[src/rtl/clkdiv_pkg.sv]
package clkdiv_pkg;
  localparam int DATA_W       = 32;
  localparam int ADDR_W       = 4;
  localparam int RATIO_W      = 6;
  localparam int FIELD_STRIDE = 8;
  localparam int RELOAD_LSB   = 20;
  localparam int TRIG_BIT     = 24;
  localparam logic [ADDR_W-1:0] CTRL_OFS  = 4'h0;
  localparam logic [ADDR_W-1:0] RATIO_OFS = 4'hC;

  typedef logic [RATIO_W-1:0] ratio_t;

  // A zero field means pass-through.
  function automatic ratio_t eff_ratio(ratio_t raw);
    return (raw == '0) ? ratio_t'(1) : raw;
  endfunction

  // Reset image of the ratio register: ratio 1 in every core field.
  function automatic logic [DATA_W-1:0] ratio_reg_reset(int n);
    logic [DATA_W-1:0] v;
    v = '0;
    for (int i = 0; i < n; i++) v[i*FIELD_STRIDE +: RATIO_W] = ratio_t'(1);
    return v;
  endfunction
endpackage

[src/rtl/clkdiv_regs.sv]
module clkdiv_regs
  import clkdiv_pkg::*;
#(
  parameter int NUM_CORES = 4
) (
  input  logic                          clk,
  input  logic                          rst_n,
  input  logic                          wr_i,
  input  logic [ADDR_W-1:0]             addr_i,
  input  logic [DATA_W-1:0]             wdata_i,
  output logic [DATA_W-1:0]             rdata_o,
  output logic [NUM_CORES-1:0]          reload_en_o,
  output logic                          trig_o,
  output ratio_t [NUM_CORES-1:0]        field_o
);
  localparam logic [DATA_W-1:0] RATIO_RST = ratio_reg_reset(NUM_CORES);

  logic [DATA_W-1:0] ctrl_q, ratio_q;
  logic              ctrl_wr, ratio_wr;

  assign ctrl_wr  = wr_i && (addr_i == CTRL_OFS);
  assign ratio_wr = wr_i && (addr_i == RATIO_OFS);

  always_ff @(posedge clk or negedge rst_n) begin
    if (!rst_n) begin
      ctrl_q  <= '0;
      ratio_q <= RATIO_RST;
    end else begin
      if (ctrl_wr)  ctrl_q  <= wdata_i;
      if (ratio_wr) ratio_q <= wdata_i;
    end
  end

  always_comb begin
    if (addr_i == CTRL_OFS)       rdata_o = ctrl_q;
    else if (addr_i == RATIO_OFS) rdata_o = ratio_q;
    else                          rdata_o = '0;
  end

  assign reload_en_o = ctrl_q[RELOAD_LSB +: NUM_CORES];
  assign trig_o      = ctrl_q[TRIG_BIT];

  for (genvar i = 0; i < NUM_CORES; i++) begin : g_field
    assign field_o[i] = ratio_q[i*FIELD_STRIDE +: RATIO_W];
  end

  // a write to an unmapped offset leaves both registers as they were
  a_r2_unmapped_ignored: assert property (@(posedge clk) disable iff (!rst_n)
    (!ctrl_wr && !ratio_wr) |=> ($stable(ctrl_q) && $stable(ratio_q)));
endmodule

[src/rtl/clkdiv_reload.sv]
module clkdiv_reload
  import clkdiv_pkg::*;
#(
  parameter int NUM_CORES = 4
) (
  input  logic                   clk,
  input  logic                   rst_n,
  input  logic                   trig_i,
  input  logic [NUM_CORES-1:0]   reload_en_i,
  input  ratio_t [NUM_CORES-1:0] field_i,
  output logic [NUM_CORES-1:0]   load_o,
  output ratio_t [NUM_CORES-1:0] load_ratio_o
);
  logic trig_d;
  logic trig_rise;

  always_ff @(posedge clk or negedge rst_n) begin
    if (!rst_n) trig_d <= 1'b0;
    else        trig_d <= trig_i;
  end

  assign trig_rise = trig_i && !trig_d;
  assign load_o    = {NUM_CORES{trig_rise}} & reload_en_i;

  for (genvar i = 0; i < NUM_CORES; i++) begin : g_ratio
    assign load_ratio_o[i] = eff_ratio(field_i[i]);
  end

  // one trigger edge yields a single load cycle, never two in a row
  a_r4_single_load: assert property (@(posedge clk) disable iff (!rst_n)
    (|load_o) |=> !(|load_o));

  // a core without reload enable is never loaded
  a_r8_enable_gates: assert property (@(posedge clk) disable iff (!rst_n)
    $onehot0(load_o & ~reload_en_i) && ((load_o & ~reload_en_i) == '0));
endmodule

[src/rtl/clkdiv_core.sv]
module clkdiv_core
  import clkdiv_pkg::*;
(
  input  logic   clk,
  input  logic   rst_n,
  input  logic   load_i,
  input  ratio_t load_ratio_i,
  output logic   tick_o
);
  ratio_t cnt_q, active_q, pend_q;
  logic   pend_v;
  logic   adopt;

  assign tick_o = (cnt_q == active_q - ratio_t'(1));
  assign adopt  = tick_o && pend_v;

  always_ff @(posedge clk or negedge rst_n) begin
    if (!rst_n) begin
      pend_q <= ratio_t'(1);
      pend_v <= 1'b0;
    end else if (load_i) begin
      pend_q <= load_ratio_i;
      pend_v <= 1'b1;
    end else if (adopt) begin
      pend_v <= 1'b0;
    end
  end

  always_ff @(posedge clk or negedge rst_n) begin
    if (!rst_n) begin
      cnt_q    <= '0;
      active_q <= ratio_t'(1);
    end else if (tick_o) begin
      cnt_q <= '0;
      if (pend_v) active_q <= pend_q;
    end else begin
      cnt_q <= cnt_q + ratio_t'(1);
    end
  end

  // the phase counter stays inside the period of the ratio in force
  a_r3_cnt_bound: assert property (@(posedge clk) disable iff (!rst_n)
    cnt_q < active_q);

  // the ratio in force changes only on a period boundary
  a_r5_boundary_only: assert property (@(posedge clk) disable iff (!rst_n)
    !$stable(active_q) |-> $past(tick_o));

  // a pending ratio is taken over at the next boundary
  a_r5_adopt_pending: assert property (@(posedge clk) disable iff (!rst_n)
    (pend_v && tick_o && !load_i) |=> (!pend_v && active_q == $past(pend_q)));

  // with nothing pending the ratio in force holds
  a_r7_hold_ratio: assert property (@(posedge clk) disable iff (!rst_n)
    !pend_v |=> $stable(active_q));
endmodule

[src/rtl/core_clkdiv_bank.sv]
module core_clkdiv_bank
  import clkdiv_pkg::*;
#(
  parameter int NUM_CORES = 4
) (
  input  logic                 clk,
  input  logic                 rst_n,
  input  logic                 bus_wr,
  input  logic [3:0]           bus_addr,
  input  logic [31:0]          bus_wdata,
  output logic [31:0]          bus_rdata,
  output logic [NUM_CORES-1:0] core_tick
);
  logic [NUM_CORES-1:0]   reload_en;
  logic                   trig;
  ratio_t [NUM_CORES-1:0] field;
  logic [NUM_CORES-1:0]   load;
  ratio_t [NUM_CORES-1:0] load_ratio;

  clkdiv_regs #(.NUM_CORES(NUM_CORES)) u_regs (
    .clk(clk), .rst_n(rst_n), .wr_i(bus_wr), .addr_i(bus_addr),
    .wdata_i(bus_wdata), .rdata_o(bus_rdata), .reload_en_o(reload_en),
    .trig_o(trig), .field_o(field)
  );

  clkdiv_reload #(.NUM_CORES(NUM_CORES)) u_reload (
    .clk(clk), .rst_n(rst_n), .trig_i(trig), .reload_en_i(reload_en),
    .field_i(field), .load_o(load), .load_ratio_o(load_ratio)
  );

  for (genvar i = 0; i < NUM_CORES; i++) begin : g_core
    clkdiv_core u_core (
      .clk(clk), .rst_n(rst_n), .load_i(load[i]),
      .load_ratio_i(load_ratio[i]), .tick_o(core_tick[i])
    );
  end
endmodule

[config.mk]
export PLATFORM = sky130hd
export DESIGN_NAME = core_clkdiv_bank
export DESIGN_NICKNAME = d
export VERILOG_FILES = /design/src/rtl/clkdiv_pkg.sv /design/src/rtl/clkdiv_regs.sv /design/src/rtl/clkdiv_reload.sv /design/src/rtl/clkdiv_core.sv /design/src/rtl/core_clkdiv_bank.sv
export SDC_FILE = /design/constraint.sdc
export NUM_CORES = 1
export LEC_CHECK = 0
export BUFFER_PORTS_ARGS = -buffer_cell sky130_fd_sc_hd__buf_4
export CAP_MARGIN = 10
export CELL_PAD_IN_SITES_DETAIL_PLACEMENT = 1
export CELL_PAD_IN_SITES_GLOBAL_PLACEMENT = 2
export CORE_ASPECT_RATIO = 0.6
export CORE_MARGIN = 2
export CORE_UTILIZATION = 38
export CTS_BUF_LIST = sky130_fd_sc_hd__clkbuf_4
export CTS_CLUSTER_SIZE = 24
export DETAILED_ROUTE_END_ITERATION = 10
export GPL_TIMING_DRIVEN = 0
export PLACE_DENSITY = 0.9
export SLEW_MARGIN = 20
export SYNTH_ARGS = -nofsm -noshare
export SYNTH_HDL_FRONTEND = slang
export SYNTH_SLANG_ARGS = --single-unit
[constraint.sdc]
create_clock -name clk -period 2.3 [get_ports clk]
set_input_delay 0.345 -clock clk [delete_from_list [all_inputs] [get_ports clk]]
set_output_delay 0.345 -clock clk [all_outputs]
set_load 0.02 [all_outputs]
* Word level (Yosys, flattened, before mapping)
Cells that the tools add are included.
** Storage, ports and cells
- Memory bits (read-only) :: 0
- Register bits :: 141
- Memories kept :: 0
- RAM bits :: 0
- Output and inout bits :: 36
- Latch bits :: 0
- Input bits :: 39
** Cells by class
- Bitwise logic cells :: 1
- Equality and inequality tests :: 5
- $add $sub $neg :: 8
- Order comparisons :: 0
- Reduce and logical (&&, ||, !) cells :: 21
- Shift-type cells :: 0
- Div/mod/pow operators :: 0
- $mul :: 0
- Muxes and demuxes :: 18
** Operators with widths (count)
- $mux W32 :: 2
- $mux W6 :: 8
- $add A6 B1 Y6 const B :: 4
- $eq A6 B6 Y1 :: 4
- $logic_not A6 Y1 :: 4
- $sub A6 B1 Y6 const B :: 4
- $mux W1 :: 8
- $reduce_and A2 Y1 :: 4
- $reduce_bool A2 Y1 :: 4
- $logic_and A1 B1 Y1 :: 7
- $and A4 B4 Y4 :: 1
- $eq A4 B4 Y1 const B :: 1
- $logic_not A4 Y1 :: 1
- $logic_not A1 Y1 :: 1

* Logic depth before layout (Yosys ltp)
Gate-level depths: netlist of the first run.
- Depth after elaboration :: 5
- Gate-level depth with buffers :: 8
- Depth with buffers taken out :: 7

* Cells and area by module
From an unflattened synthesis of the first run, not the netlist that was laid out.
** Unflattened totals
- Cells, all modules :: 534
- Area total of the unflattened synthesis :: 6950.4 um^2
** By module, submodules not included
- clkdiv_core :: area each 918.4 um^2, seq. area each 478.0 um^2, cells an instance 73, instances 4
- clkdiv_regs :: area each 3060.4 um^2, seq. area each 1606.5 um^2, cells an instance 208, instances 1
- clkdiv_reload :: area each 216.5 um^2, seq. area each 25.0 um^2, cells an instance 34, instances 1

* Worst setup path before layout of the first run
No wires, ideal clock.
- Path kind :: flip-flop to output port
- Start :: reg g_core[1].u_core.active_q[0]
- End :: out core_tick[1]
- Path slack :: 0.029 ns
- Stages on the path, launching flop included :: 9
- Buffers on the path :: 2
- Required time :: 1.955 ns
- Arrival time :: 1.926 ns
- Cell sequence :: dfstp_2 inv_1 ha_1 nor2b_1 or3_1 a31oi_1 and3_1 buf_2 buf_4
** On the way
- Cells in the longest elaborated chain, start to end :: 2
** RTL lines
- from (decl) :: line clkdiv_core.sv:10 : ratio_t cnt_q, active_q, pend_q;
- from (signal assigned) :: line clkdiv_core.sv:32 : active_q <= ratio_t'(1);
- from (signal assigned) :: line clkdiv_core.sv:35 : if (pend_v) active_q <= pend_q;
- $sub A6 B1 Y6 :: line clkdiv_core.sv:14 : assign tick_o = (cnt_q == active_q - ratio_t'(1));
- $eq A6 B6 Y1 :: line clkdiv_core.sv:14
- to (decl) :: line core_clkdiv_bank.sv:12 : output logic [NUM_CORES-1:0] core_tick
Every way passes these cells.

* Final worst setup path of the first run
Ends and elaborated chain as after synthesis.

==> impl_metrics.py, run 1 <==
metrics = {
    "drt": {
        "avgViaCountPerCell": 5.07,
        "dr.pass1.iters": 4,
        "drt_iter0_markers": 181,
        "num_vias": 4423,
        "final_antenna_net_count": 0,
        "wire_per_inst_um": 19.5,
        "wl_um": 17100,
        "post-route-drc-count": 0,
    },
    "power_and_ir_drop": {
        "power.internal_uw": 4290,
        "seqPwrFrac": 0.561,
        "swShare": 0.284,
        "p_total_uw": 5990,
        "ir_drop_mv": 0.243,
        "pwr-share-clk": 0.290,
        "power.leakage_uw": 0.00369,
        "power_density_nw_per_um2": 724,
        "p_sw_uw": 1700,
        "p_comb_frac": 0.149,
    },
    "grt": {
        "grt_max_degree": 90,
        "grt_pass1_wl_um": 27100,
        "track_usage": 0.192,
        "overflow": 0,
        "antenna_found_initial": 1,
        "grt_pass1_vias": 4907,
    },
    "synthesis": {
        "synth_top_cell_by_area": "dfrtp_1",
        "synth_commonest_cells": "dfrtp_1 (129), mux2_2 (89), xnor2_1 (33)",
        "avgSynthCellArea_um2": 13.2,
        "yosys_warnings": 0,
        "synth_ff_type": "dfrtp_1",
        "ys_types": 39,
        "syn_area_um2": 6490,
        "syn-instance-count": 492,
        "async_flop_share": 1.00,
        "synth_area_leaders": "dfrtp_1 (50%), mux2_2 (15%), dfstp_2 (4.9%), xnor2_1 (4.5%), a22o_1 (4.3%)",
        "ys_ff_latch": 141,
        "synth_edf_count": 0,
        "synth.yosys.seq_area_share": 0.546,
        "synth_top_area_share": 0.497,
        "synth.most_common_cell": "dfrtp_1",
        "synth_fp_nets": 539,
    },
    "sta": {
        "skew_ns": 0.0219,
        "min_period_ns": 2.68,
        "setup_viol": 10,
        "fin_crit_sh": 1.17,
        "hold_violations": 0,
        "fmax_mhz": 373,
        "fin_ws_ns": -0.384,
        "fin_tns_setup_ns": -2.73,
        "slew_headroom": 0.479,
        "rsz0062_at_grt": "yes",
        "tightest_slew_ns": 0.781,
        "finalMaxSlewViolations": 0,
    },
    "placement": {
        "dp_hpwl_um": 11600,
        "port-buffer-count": 74,
        "gp_congestion": 0.805,
    },
    "floorplanning": {
        "dieWidth_um": 173,
        "die_y_um": 105,
        "start_util": 0.394,
        "row_count": 36,
        "io_pins": 75,
        "fp.coreArea_um2": 16500,
        "die_area_um2": 18200,
    },
    "worst_setup_path": {
        "arrival_ns": 2.34,
        "crit_type": "reg2out",
        "cp-startpoint": "g_core[1].u_core.active_q[0]",
        "cp_cell_sequence": "inv_2 -> ha_4 -> nor2b_4 -> or3_4 -> a31oi_4 -> and3_4 -> buf_6",
        "crit_family": "simple AND/OR/NAND/NOR gates",
        "path_buf_inv": 2,
        "worstPathRequired_ns": 1.96,
        "r2r_start": "g_core[1].u_core.active_q[0]",
        "end_kind": "primary output",
        "crit_slowest_cell": "dfstp_2",
        "path_max_fanout": 4,
        "cp-start-kind": "register",
        "slowest_delay_ns": 0.57,
    },
    "clock_tree": {
        "cts.sinks": 141,
        "cts.clk_slew.worst_paths_ns": 0.12,
        "cts_buffer_depth": 2,
        "cts_tree": "built",
        "cts-root-buf": "clkbuf_4",
        "cts_buffers": 17,
        "htreeDepth": 4,
        "clkLatencyLatePin_ns": 0.54,
    },
    "final_layout": {
        "drive_gt1_frac": 0.446,
        "nFillCells": 1704,
        "nNetsFinal": 678,
        "areaGrowthSynthToFinish_pct": 27.5,
        "register_area_um2": 3540,
        "multi_input_area_um2": 2950,
    },
    "min_path": {
        "min-delay-start": "bus_wdata[27]",
        "hp-class": "in2reg",
    },
    "status": {
        "run_status": "finished with violations",
        "violations": "negative setup slack",
    },
    "job": {
        "maxCapViolCount": 0,
    },
}
-- flip-flops by register name, indices dropped and copies added (netlist names) --
name and count:
u_regs.ctrl_q 32, u_reload.trig_d 1, g_core.u_core.pend_v 4, g_core.u_core.cnt_q 24, g_core.u_core.active_q 24, g_core.u_core.pend_q 24, u_regs.ratio_q 32
-- final timing paths --
kind / end / slack (ns) / cells past startpoint
setup / recovery: core_tick[1] / -0.38 / 7
hold / removal: u_regs.ctrl_q[27] / 0.05 / 2
setup reg to reg: g_core[1].u_core.active_q[1] / -0.30 / 13
hold reg to reg: u_reload.trig_d / 0.45 / 0
max in group asynchronous: g_core[1].u_core.active_q[0] / 1.20 / 3
min in group asynchronous: u_regs.ratio_q[17] / 0.28 / 2
-- metrics by stage --
step                      setup slack, ns  area (um2)  hold slack [ns]  cells  utilization
after detailed placement           -0.314        7370            0.296    795        0.447
after global routing               -0.514        8280         0.000199    873        0.502
after CTS                          -0.418        8070          0.00148    855        0.489
after global placement             -0.197        7340            0.399    794        0.445
after floorplan                    0.0286        6490           0.0494    492            -
final                              -0.384        8280           0.0506    873        0.502
-- area by class of cell --
type                            count  share of cell area
Clock inverter                     14              0.0202
Inverter                           12             0.00544
Clock buffer                       18              0.0163
Antenna cell                        1            0.000302
Timing Repair Buffer              128               0.132
Buffer                             14             0.00695
Sequential cell                   141               0.428
Tap cell                          228              0.0344
Multi-Input combinational cell    317               0.356
-- timing repair --
action | in CTS | in global routing
gates resized for setup | 39 | 20
setup endpoints to repair | 10 | 19
buffers inserted | 25 | 10
pin swaps | 15 | 9
hold buffers | 8 | 18
hold endpoints to repair | 57 | 28
-- worst register-to-register path, cell delays in order, from the launching register on --
cell and delay (ns):
dfstp_2 0.57, inv_2 0.05, ha_4 0.16, nor2b_4 0.12, or3_4 0.38, a31oi_4 0.18, buf_4 0.13, buf_6 0.08
buf_6 0.08, buf_6 0.08, buf_6 0.08, buf_6 0.09, nand4_4 0.16, mux2_2 0.33
-- power groups by stage --
| stage | sequential, uW | clock (uW) | combinational [uW] |
|---|---|---|---|
| after global routing | 3430 | 1900 | 978 |
| after global placement | 3350 | 0 | 789 |
| after detailed placement | 3410 | 0 | 860 |
| after floorplan | 3270 | 0 | 585 |
| final | 3360 | 1740 | 894 |
| after CTS | 3350 | 1770 | 874 |
-- placed cells by master (no fill, tap or decap), types with 15 or more instances in the layout --
master         count
dlygate4sd3_1     26
mux2_2            87
a22o_1            32
nor2_1            32
xnor2_1           32
nand2_1           15
clkbuf_4          18
dfrtp_1          129
mux2_4            15
buf_4             89
-- routing by layer --
| metal | track usage | up-vias | wire [um] |
|---|---|---|---|
| met5 | 0 | - | 0 |
| met4 | 0.0521 | 0 | 200 |
| met3 | 0.0440 | 19 | 674 |
| met2 | 0.318 | 76 | 8520 |
| met1 | 0.255 | 2314 | 7660 |
| li1 | - | 2014 | - |
-- kinds of logic (layout without fill, tap and decap cells) --
family,count (synthesis),in the layout,share of synthesized area
adder cells (fa/ha/maj),8,8,0.0154
AO/OA/AOI/OAI,57,57,0.0692
other,0,1,0
flip-flops,141,141,0.546
multiplexers,108,108,0.194
buffers and inverters,34,186,0.0229
XOR/XNOR,45,45,0.0607
AND/OR/NAND/NOR,99,99,0.0921
(Power assumes the default switching activity.)
==> inputs of run 2 (changes only) <==
- PLACE_DENSITY: 0.9 -> 0.85
==> run 2 against run 1 <==
The run still ends with negative setup slack left. Wire length down 4.8%. Sequential cell count did not move. Die area unchanged. Total power is 1.2% higher. Clock skew decreased by 0.0018 ns. Non-clock buffer count fell by 20. Sequential share of layout area is 0.98 points higher.
==> impl_metrics.py, run 2 (synthesis results as in run 1) <==
metrics = {
    "worst_setup_path": {
        "worstPathRequired_ns": 1.96,
        "arrival_ns": 2.33,
        "path_max_fanout": 4,
        "crit_type": "reg2out",
        "r2r_setup_slack_ns": -0.05,
        "end_kind": "primary output",
        "cp-start-kind": "register",
    },
    "final_layout": {
        "reg_top3": "u_regs.ctrl_q x32, u_regs.ratio_q x32",
        "final_cell_mix": "dfrtp_1 (129), mux2_2 (88), buf_4 (87)",
        "final_common_cell": "dfrtp_1",
        "register_area_um2": 3540,
        "areaGrowthSynthToFinish_pct": 24.7,
        "nFillCells": 1729,
        "nNetsFinal": 658,
        "antenna_cells": 0,
        "final_area_um2": 8100,
        "multi_input_area_um2": 2940,
        "drive_gt1_frac": 0.450,
    },
    "status": {
        "violations": "negative setup slack",
        "run_status": "finished with violations",
    },
    "drt": {
        "num_vias": 4320,
        "dr.pass1.iters": 4,
        "wl_um": 16200,
        "wire_per_inst_um": 19.1,
        "final_antenna_net_count": 0,
        "post-route-drc-count": 0,
        "avgViaCountPerCell": 5.07,
        "drt_iter0_markers": 155,
    },
    "placement": {
        "gp_congestion": 0.765,
        "port-buffer-count": 74,
        "post-place-ws_ns": -0.257,
        "dp_hpwl_um": 11200,
        "place_area_um2": 7370,
    },
    "sta": {
        "fin_ws_ns": -0.378,
        "finalMaxSlewViolations": 0,
        "hold_violations": 0,
        "setup_viol": 10,
        "tightest_slew_ns": 0.760,
        "fin_crit_sh": 1.16,
        "min_period_ns": 2.68,
        "fmax_mhz": 373,
        "rsz0062_at_grt": "yes",
        "skew_ns": 0.0202,
        "slew_headroom": 0.493,
    },
    "grt": {
        "grt_pass1_vias": 4809,
        "overflow": 0,
        "grtUsageMet1": 0.250,
        "grt_pass1_wl_um": 26300,
        "antenna_found_initial": 0,
        "grtUsageMet3": 0.0390,
        "busiest_layer": "met2",
        "track_usage": 0.187,
        "grtUsageMet2": 0.306,
        "grt_max_degree": 80,
    },
    "power_and_ir_drop": {
        "power_density_nw_per_um2": 749,
        "power.leakage_uw": 0.00361,
        "ir_drop_mv": 0.323,
    },
    "floorplanning": {
        "fp.coreArea_um2": 16500,
        "row_count": 36,
        "die_area_um2": 18200,
        "dieWidth_um": 173,
        "start_util": 0.394,
        "io_pins": 75,
        "die_y_um": 105,
    },
    "clock_tree": {
        "cts_tree": "built",
        "cts.clk_slew.worst_paths_ns": 0.13,
        "htreeDepth": 4,
        "clkLatencyLatePin_ns": 0.55,
        "cts.sinks": 141,
        "cts_buffer_depth": 2,
        "cts_buffers": 17,
        "cts-root-buf": "clkbuf_4",
    },
    "job": {
        "maxCapViolCount": 0,
    },
    "min_path": {
        "hp-class": "in2reg",
    },
}
run 2: per-layer routing:
layer | vias to the layer above | part of all wire
met1 | 2253 | 0.47
met4 | 0 | 0.019
met3 | 23 | 0.031
li1 | 1981 | -
met2 | 63 | 0.48
met5 | - | 0
run 2: worst max-delay path: stages, from the launching register on:
cell and delay, ns:
dfstp_2 0.57, inv_2 0.04, ha_4 0.16, nor2b_1 0.12
or3_4 0.38, a31oi_4 0.18, and3_4 0.23, buf_6 0.12
run 2: timing repair:
item	4_1_cts	5_1_grt
endpoints found under the hold margin	59	14
hold buffers	1	10
endpoints found under the setup margin	10	20
pin swaps	15	8
setup buffers	19	5
gates resized for setup	35	15
run 2: cell type report:
type                       instances  area share
buffer                            15     0.00850
clock buffer                      18      0.0167
clock inverter                    14      0.0238
inverter                          12     0.00556
multi-input combinational        317       0.363
sequential                       141       0.438
tap                              228      0.0352
timing repair buffer             107       0.109
run 2: path summary, 6_finish.rpt:
| check | endpoint | cells after the start | startpoint |
|---|---|---|---|
| min in group asynchronous | g_core[2].u_core.cnt_q[2] | 2 | rst_n |
| max | core_tick[1] | 7 | g_core[1].u_core.active_q[0] |
| min reg2reg | u_reload.trig_d | 0 | u_regs.ctrl_q[24] |
| max reg2reg | g_core[1].u_core.active_q[1] | 9 | g_core[1].u_core.active_q[0] |
| max in group asynchronous | g_core[0].u_core.pend_q[0] | 3 | rst_n |
| min | u_regs.ctrl_q[4] | 2 | bus_wdata[4] |
run 2: where the power goes:
group / total [uW] / internal [uW] / switching (uW)
Sequential: 3350 / 3010 / 343
Clock: 1850 / 878 / 971
Combinational: 866 / 504 / 362
run 2: metrics by stage:
stage	cells	hold slack (ns)	util	TNS (ns)	total power, uW
detailed placement	795	0.319	0.447	-0.734	4260
global placement	794	0.399	0.445	-0.432	4140
finish	852	0.0361	0.491	-1.41	6070
CTS	842	0.00555	0.483	-1.76	6100
floorplan	492	0.0494	-	0	3850
global route	852	0.00103	0.491	-2.41	6360
